<file path="config.mk">
export PLATFORM = sky130hd
export DESIGN_NAME = iq_alloc
export DESIGN_NICKNAME = d
export VERILOG_FILES = /design/src/rtl/iqa_pkg.sv /design/src/rtl/iqa_limit_calc.sv /design/src/rtl/iqa_thread_ctr.sv /design/src/rtl/iq_alloc.sv
export SDC_FILE = /design/constraint.sdc
export NUM_CORES = 1
export LEC_CHECK = 0
export BUFFER_PORTS_ARGS = -buffer_cell sky130_fd_sc_hd__buf_2
export CORE_ASPECT_RATIO = 1.2
export CORE_MARGIN = 1
export CORE_UTILIZATION = 30
export CTS_CLUSTER_DIAMETER = 120
export DETAILED_ROUTE_END_ITERATION = 12
export PLACE_DENSITY_LB_ADDON = 0.12
export SETUP_SLACK_MARGIN = 0.1
export SLEW_MARGIN = 15
export SYNTH_ARGS = -nofsm -noshare
export SYNTH_HDL_FRONTEND = slang
export SYNTH_SLANG_ARGS = --single-unit
</file>
<file path="constraint.sdc">
create_clock -name clk -period 21.1 [get_ports clk]
set_input_delay 6.33 -clock clk [delete_from_list [all_inputs] [get_ports clk]]
set_output_delay 6.33 -clock clk [all_outputs]
set_load 0.03 [all_outputs]
</file>
<file path="src/rtl/iqa_pkg.sv">
package iqa_pkg;
   typedef enum logic [1:0] {
      POL_OPEN  = 2'b00,
      POL_SPLIT = 2'b01,
      POL_CAP   = 2'b10,
      POL_SPARE = 2'b11
   } iqa_policy_e;
endpackage

</file>
<file path="src/rtl/iqa_limit_calc.sv">
module iqa_limit_calc
   import iqa_pkg::*;
#(
   parameter int NUM_THREADS = 4,
   parameter int NUM_ENTRIES = 16,
   parameter int CAP_PCT     = 75,
   localparam int CW  = $clog2(NUM_ENTRIES + 1),
   localparam int KW  = $clog2(NUM_THREADS + 1)
) (
   input  logic                      clk,
   input  logic                      rst_n,
   input  logic [1:0]                policy_sel,
   input  logic [NUM_THREADS-1:0]    active_mask,
   output logic [NUM_THREADS*CW-1:0] limits
);
   localparam int CAP_VAL = (NUM_ENTRIES * CAP_PCT) / 100;

   logic [CW-1:0] split_tab [0:NUM_THREADS];
   logic [KW-1:0] act_cnt;
   logic [CW-1:0] split_val;

   // Quotient table for the split policy, one entry per active-thread count.
   for (genvar k = 0; k <= NUM_THREADS; k++) begin : g_split
      if (k == 0) begin : g_none
         assign split_tab[k] = CW'(NUM_ENTRIES / NUM_THREADS);
      end else begin : g_some
         assign split_tab[k] = CW'(NUM_ENTRIES / k);
      end
   end

   always_comb begin
      act_cnt = '0;
      for (int t = 0; t < NUM_THREADS; t++) begin
         act_cnt = act_cnt + KW'(active_mask[t]);
      end
   end

   assign split_val = split_tab[act_cnt];

   for (genvar t = 0; t < NUM_THREADS; t++) begin : g_lim
      always_comb begin
         unique case (iqa_policy_e'(policy_sel))
            POL_SPLIT: limits[t*CW +: CW] = split_val;
            POL_CAP:   limits[t*CW +: CW] = (act_cnt == KW'(1) && active_mask[t])
                                            ? CW'(NUM_ENTRIES) : CW'(CAP_VAL);
            default:   limits[t*CW +: CW] = CW'(NUM_ENTRIES);
         endcase
      end

      // the open policy never caps a thread below the queue size
      a_r2_open_full_cap: assert property (@(posedge clk) disable iff (!rst_n)
         (policy_sel == 2'b00) |-> (limits[t*CW +: CW] == CW'(NUM_ENTRIES)));
      // no cap exceeds the queue size
      a_r3_cap_bound: assert property (@(posedge clk) disable iff (!rst_n)
         limits[t*CW +: CW] <= CW'(NUM_ENTRIES));
   end
endmodule

</file>
<file path="src/rtl/iqa_thread_ctr.sv">
module iqa_thread_ctr #(
   parameter int NUM_ENTRIES = 16,
   localparam int CW = $clog2(NUM_ENTRIES + 1)
) (
   input  logic          clk,
   input  logic          rst_n,
   input  logic          inc,
   input  logic [1:0]    rel_req,
   input  logic [CW-1:0] limit,
   output logic [CW-1:0] occ,
   output logic [CW-1:0] free_cnt,
   output logic          full,
   output logic [1:0]    rel_eff
);
   logic [CW:0] avail;
   logic [CW:0] occ_nxt;

   assign avail   = {1'b0, occ} + (CW+1)'(inc);
   assign rel_eff = ({{(CW-1){1'b0}}, rel_req} > avail) ? avail[1:0] : rel_req;
   assign occ_nxt = avail - (CW+1)'(rel_eff);

   always_ff @(posedge clk or negedge rst_n) begin
      if (!rst_n) occ <= '0;
      else        occ <= occ_nxt[CW-1:0];
   end

   assign free_cnt = (limit > occ) ? (limit - occ) : '0;
   assign full     = (free_cnt == '0);

   // occupancy never exceeds the queue size
   a_r5_occ_bound: assert property (@(posedge clk) disable iff (!rst_n)
      occ <= CW'(NUM_ENTRIES));
   // a release to an empty thread with no dispatch leaves it empty
   a_r9_no_underflow: assert property (@(posedge clk) disable iff (!rst_n)
      (occ == '0 && !inc && rel_req != 2'd0) |=> (occ == '0));
   // an isolated dispatch grows occupancy by exactly one
   a_r6_single_inc: assert property (@(posedge clk) disable iff (!rst_n)
      (inc && rel_req == 2'd0) |=> (occ == $past(occ) + CW'(1)));
endmodule

</file>
<file path="src/rtl/iq_alloc.sv">
module iq_alloc
   import iqa_pkg::*;
#(
   parameter int NUM_THREADS = 4,
   parameter int NUM_ENTRIES = 16,
   parameter int CAP_PCT     = 75,
   localparam int CW = $clog2(NUM_ENTRIES + 1),
   localparam int TW = $clog2(NUM_THREADS)
) (
   input  logic                      clk,
   input  logic                      rst_n,
   input  logic [1:0]                policy_sel,
   input  logic [NUM_THREADS-1:0]    active_mask,
   input  logic                      disp_valid,
   input  logic [TW-1:0]             disp_tid,
   input  logic                      iss_rel_valid,
   input  logic [TW-1:0]             iss_rel_tid,
   input  logic                      mem_rel_valid,
   input  logic [TW-1:0]             mem_rel_tid,
   input  logic                      sq_rel_valid,
   input  logic [TW-1:0]             sq_rel_tid,
   output logic                      disp_reject,
   output logic                      queue_full,
   output logic [CW-1:0]             queue_free,
   output logic [NUM_THREADS-1:0]    thread_full,
   output logic [NUM_THREADS*CW-1:0] thread_free
);
   localparam int SW = CW + TW + 2;

   if (NUM_THREADS < 2 || (1 << TW) != NUM_THREADS) begin : g_bad_threads
      $error("NUM_THREADS must be a power of two and at least 2");
   end
   if (NUM_ENTRIES < NUM_THREADS) begin : g_bad_entries
      $error("NUM_ENTRIES must be at least NUM_THREADS");
   end
   if (CAP_PCT < 1 || CAP_PCT > 100) begin : g_bad_pct
      $error("CAP_PCT must lie in 1..100");
   end

   logic [NUM_THREADS*CW-1:0] limits;
   logic [CW-1:0]             occ     [NUM_THREADS];
   logic [1:0]                rel_eff [NUM_THREADS];
   logic [NUM_THREADS-1:0]    inc_vec;
   logic                      disp_ok;
   logic [TW+1:0]             rel_total;
   logic [SW-1:0]             occ_sum;
   logic [CW-1:0]             gfree_q;
   logic                      any_rel;

   iqa_limit_calc #(
      .NUM_THREADS (NUM_THREADS),
      .NUM_ENTRIES (NUM_ENTRIES),
      .CAP_PCT     (CAP_PCT)
   ) u_lim (
      .clk         (clk),
      .rst_n       (rst_n),
      .policy_sel  (policy_sel),
      .active_mask (active_mask),
      .limits      (limits)
   );

   assign queue_full  = (gfree_q == '0);
   assign disp_ok     = disp_valid && !queue_full && !thread_full[disp_tid];
   assign disp_reject = disp_valid && !disp_ok;
   assign any_rel     = iss_rel_valid || mem_rel_valid || sq_rel_valid;

   for (genvar t = 0; t < NUM_THREADS; t++) begin : g_thr
      logic [1:0] rel_req;
      assign inc_vec[t] = disp_ok && (disp_tid == TW'(t));
      assign rel_req = 2'(iss_rel_valid && iss_rel_tid == TW'(t))
                     + 2'(mem_rel_valid && mem_rel_tid == TW'(t))
                     + 2'(sq_rel_valid  && sq_rel_tid  == TW'(t));

      iqa_thread_ctr #(
         .NUM_ENTRIES (NUM_ENTRIES)
      ) u_ctr (
         .clk      (clk),
         .rst_n    (rst_n),
         .inc      (inc_vec[t]),
         .rel_req  (rel_req),
         .limit    (limits[t*CW +: CW]),
         .occ      (occ[t]),
         .free_cnt (thread_free[t*CW +: CW]),
         .full     (thread_full[t]),
         .rel_eff  (rel_eff[t])
      );
   end

   always_comb begin
      rel_total = '0;
      occ_sum   = '0;
      for (int t = 0; t < NUM_THREADS; t++) begin
         rel_total = rel_total + (TW+2)'(rel_eff[t]);
         occ_sum   = occ_sum + SW'(occ[t]);
      end
   end

   always_ff @(posedge clk or negedge rst_n) begin
      if (!rst_n) gfree_q <= CW'(NUM_ENTRIES);
      else        gfree_q <= CW'(SW'(gfree_q) + SW'(rel_total) - SW'(disp_ok));
   end

   assign queue_free = gfree_q;

   // pool-wide free count balances the thread occupancies
   a_r10_conserve: assert property (@(posedge clk) disable iff (!rst_n)
      (SW'(gfree_q) + occ_sum) == SW'(NUM_ENTRIES));
   // a refused dispatch with no release leaves the pool count alone
   a_r7_reject_frozen: assert property (@(posedge clk) disable iff (!rst_n)
      (disp_reject && !any_rel) |=> $stable(gfree_q));
   // an accepted dispatch with no release takes exactly one slot
   a_r6_accept_take: assert property (@(posedge clk) disable iff (!rst_n)
      (disp_valid && !disp_reject && !any_rel) |=> (gfree_q == $past(gfree_q) - CW'(1)));
   // no dispatch is accepted into an exhausted queue
   a_r7_full_refuse: assert property (@(posedge clk) disable iff (!rst_n)
      (disp_valid && queue_full) |-> disp_reject);
endmodule

</file>
==> metrics.md <==
| Metric | Value |
|---|---|
| Cts hold-fix bufs | 0 |
| Met3 Use GR | 0.0132 |
| Slew Limit Fails | 0 |
| Total CTS buffers | 3 |
| Initial antenna violation count | 0 |
| Htree depth | 1 |
| Initial DRC count | around 160 |
| Peak supply drop | about 0.00011 V |
| Critical path launch point type | input pin |
| Tmin final | ~17 ns |
| Worst Hold Class | register to register |
| CTS max path bufs | 2 |
| Sequential share of power | 0.153 |
| Vias per Instance | 4.77 |
| Gpl congestion | 0.864 |
| Post-synth top area share | 0.214 |
| Final nets | 577 |
| Status | completed |
| Core Rows | 43 |
| Max-Cap Viols | 0 |
| Core footprint | 11600 um^2 |
| Final setup viols | 0 |
| Die Span Y | between 100 and 150 um |
| Crit path DAT | between 10 and 15 ns |
| Ant diodes | 0 |
| Crit Path Category | input pin to output port |
| Comb pwr share | 0.780 |
| Pleak | 2.06 nW |
| Distinct cells, synth | 58 |
| Leading area contributor after synthesis | ha_1 |
| Pwr dens | 171 nW/um^2 |
| Layout fillers | 1260 |
| Worst-skew pair later-pin latency | ~0.28 ns |
| Warning count from the yosys run | 0 |
| Pin count of the biggest net entering global routing | 26 |
| Type of destination of the critical path | output port |
| GR peak layer | met2 |
| RSZ-0062 raised after global routing | no |
| First-pass GRT wire length | 14200 um |
| Routed Wire Length | 8620 um |
| Final period utilization | 0.790 |
| I/O Pins | 51 |
| Synthesized instance count | 435 |
| Internal power | 320 uW |
| Post-CTS sizing | 0 |
| Synthesis-stage register bit count | 25 |
| Setup TNS | 0 ns |
| GR Layer Usage met2 | 0.247 |
| Main synth FF type | dfrtp_1 |
| Asr flop ratio synth | 1.00 |
| Crit path max fanout | 5 |
| Worst rel slew slack | 0.566 |
| Mean Syn Cell Area | 8.21 um^2 |
| Sink Count | 25 |
| Register area share after synthesis | 0.175 |
| Top cells by area, synth | ha_1 (21%), dfrtp_1 (17%), fa_1 (8.4%) |
| Vias | ~3000 |
| Clk pwr share | 0.067 |
| Fin. Hold Viols | 0 |
| Layout cell share with drive strength beyond 1 | 0.144 |
| Max Clock Freq | between 0.05 and 0.06 GHz |
| Finished Core Util | 0.350 |
| Switching portion of total power | 0.539 |
| Dpl hpwl | 7300 um |
| WL per Instance | 13.5 um |
| Clock Skew | 0.00770 ns |
| Grt total ovfl | 0 |
| Die footprint | 12400 um^2 |
| DR pass1 iterations | 4 |
| Root Buffer | clkbuf_16 |
| Number of global-route vias before repair | roughly 2900 |
| CTS tree | yes |
| Worst-margin pin slew | 0.652 ns |
| Routed Antenna Nets | 0 |
| M1 GR Usage | 0.202 |
| Post-synth EDFFs | 0 |
| Post-CTS setup buffer count | 0 |
| Area added between synthesis and finish | 13.3% |
| Mapped Area | 3570 um^2 |
| Data required time of the worst path | 14.77 ns |
| Die X | 102 um |
| Starting Density | 0.309 |
| Number of remaining DRC errors | 0 |
| I/O Buffers | 50 |
| Net Switching | between 300 and 400 uW |
| All-Layer GR Usage | 0.148 |
| Post-Syn Nets | 531 |
| Clock transition at path regs | 0.08 ns |
## worst max-delay path, stage by stage
cell and delay, ns:
buf_2 0.11, ha_1 0.30, fa_1 0.38, ha_1 0.33, ha_1 0.27, o21ai_0 0.41
a21oi_1 0.16, ha_1 0.38, nor3b_1 0.17, or3_1 0.33, a21oi_1 0.21, o31ai_1 0.09
a221o_1 0.31, a31oi_1 0.30, buf_2 0.26
## power by group through the flow
| stage | combinational (mW) | clock (mW) | sequential (mW) |
|---|---|---|---|
| after detailed placement | 0.541 | 0 | 0.108 |
| after floorplan | 0.423 | 0 | 0.110 |
| after CTS | 0.547 | 0.0482 | 0.107 |
| after global placement | 0.541 | 0 | 0.108 |
| final | 0.542 | 0.0462 | 0.106 |
| after global routing | 0.614 | 0.0487 | 0.111 |
## cells in the final DEF (no fill, tap or decap), types with 15 or more instances in the layout
cell type,instances
o21ai_0,15
dfrtp_1,24
xnor2_1,26
ha_1,61
fa_1,15
buf_2,50
a21oi_1,39
inv_1,79
nor2_1,32
nand2_1,31
## per-layer routing
metal | share of wire | up-vias | routed length (um)
li1 | - | 1572 | -
met2 | 0.47 | 59 | 4080
met4 | 0.014 | 0 | 118
met3 | 0.035 | 7 | 300
met1 | 0.48 | 1399 | 4120
met5 | 0 | - | 0
## cell type report
type,count,area (um^2),share of cell area
Multi-Input combinational cell,322,2600,0.642
Sequential cell,25,627,0.155
Inverter,79,297,0.0732
Timing Repair Buffer,50,250,0.0618
Tap cell,157,196,0.0485
Clock buffer,3,75.1,0.0185
Clock inverter,1,5.00,0.00124
## synth_stat cells (2+ instances only)
master and instances:
mux2_2 2, nand3_1 11, clkbuf_1 4, a21oi_1 39
a31oi_1 7, xnor2_1 26, o211ai_1 2, mux2i_1 2
o21ai_1 2, a2111oi_0 2, buf_4 4, nor4b_1 3
nor4_1 5, nand2_1 31, inv_1 79, a211oi_1 3
xor2_1 5, nand2b_1 2, o21bai_1 4, a22oi_1 3
a2111oi_2 2, nor3b_1 5, a41oi_1 2, nor2b_1 4
a21o_1 4, ha_1 61, o21ai_0 15, fa_1 15
a21o_2 2, nor2_1 32, and3_1 7, dfrtp_1 24
## state kept, by name, summed over array words and instances (netlist names)
| register | flops |
|---|---|
| queue_free | 5 |
| g_thr.u_ctr.occ | 20 |
## per-stage QoR
step / worst slack (ns) / hold slack [ns] / cells / power, mW / cell area [um^2]
floorplan: 4.93 / 0.446 / 435 / 0.533 / 3570
global placement: 4.56 / 0.466 / 633 / 0.649 / 3970
detailed placement: 4.49 / 0.469 / 633 / 0.649 / 3970
CTS: 4.49 / 0.480 / 637 / 0.702 / 4050
global route: 4.17 / 0.491 / 637 / 0.774 / 4050
finish: 4.42 / 0.481 / 637 / 0.694 / 4050
## logic make-up (layout without fill, tap and decap cells)
| group | count (synthesis) | in the layout | share of synthesized area |
|---|---|---|---|
| flops | 25 | 25 | 0.175 |
| mux | 4 | 4 | 0.0119 |
| buf+inv | 88 | 133 | 0.0970 |
| compound gates | 97 | 97 | 0.177 |
| fa+ha+maj | 76 | 76 | 0.298 |
| simple gates | 114 | 114 | 0.165 |
| xor+xnor | 31 | 31 | 0.0760 |
## worst paths after layout
path,endpoint,slack (ns),cells after the start,from
worst max register to register,queue_free[4],14.56,28,g_thr[0].u_ctr.occ[2]
max in group asynchronous,queue_free[3],14.60,1,rst_n
worst max-delay path,disp_reject,4.42,15,active_mask[0]
worst min register to register,g_thr[0].u_ctr.occ[4],0.48,1,g_thr[0].u_ctr.occ[4]
worst min-delay path,g_thr[0].u_ctr.occ[4],0.48,1,g_thr[0].u_ctr.occ[4]
min in group asynchronous,g_thr[3].u_ctr.occ[3],6.08,1,rst_n
No activity file was read; power rests on OpenSTA's default activity.
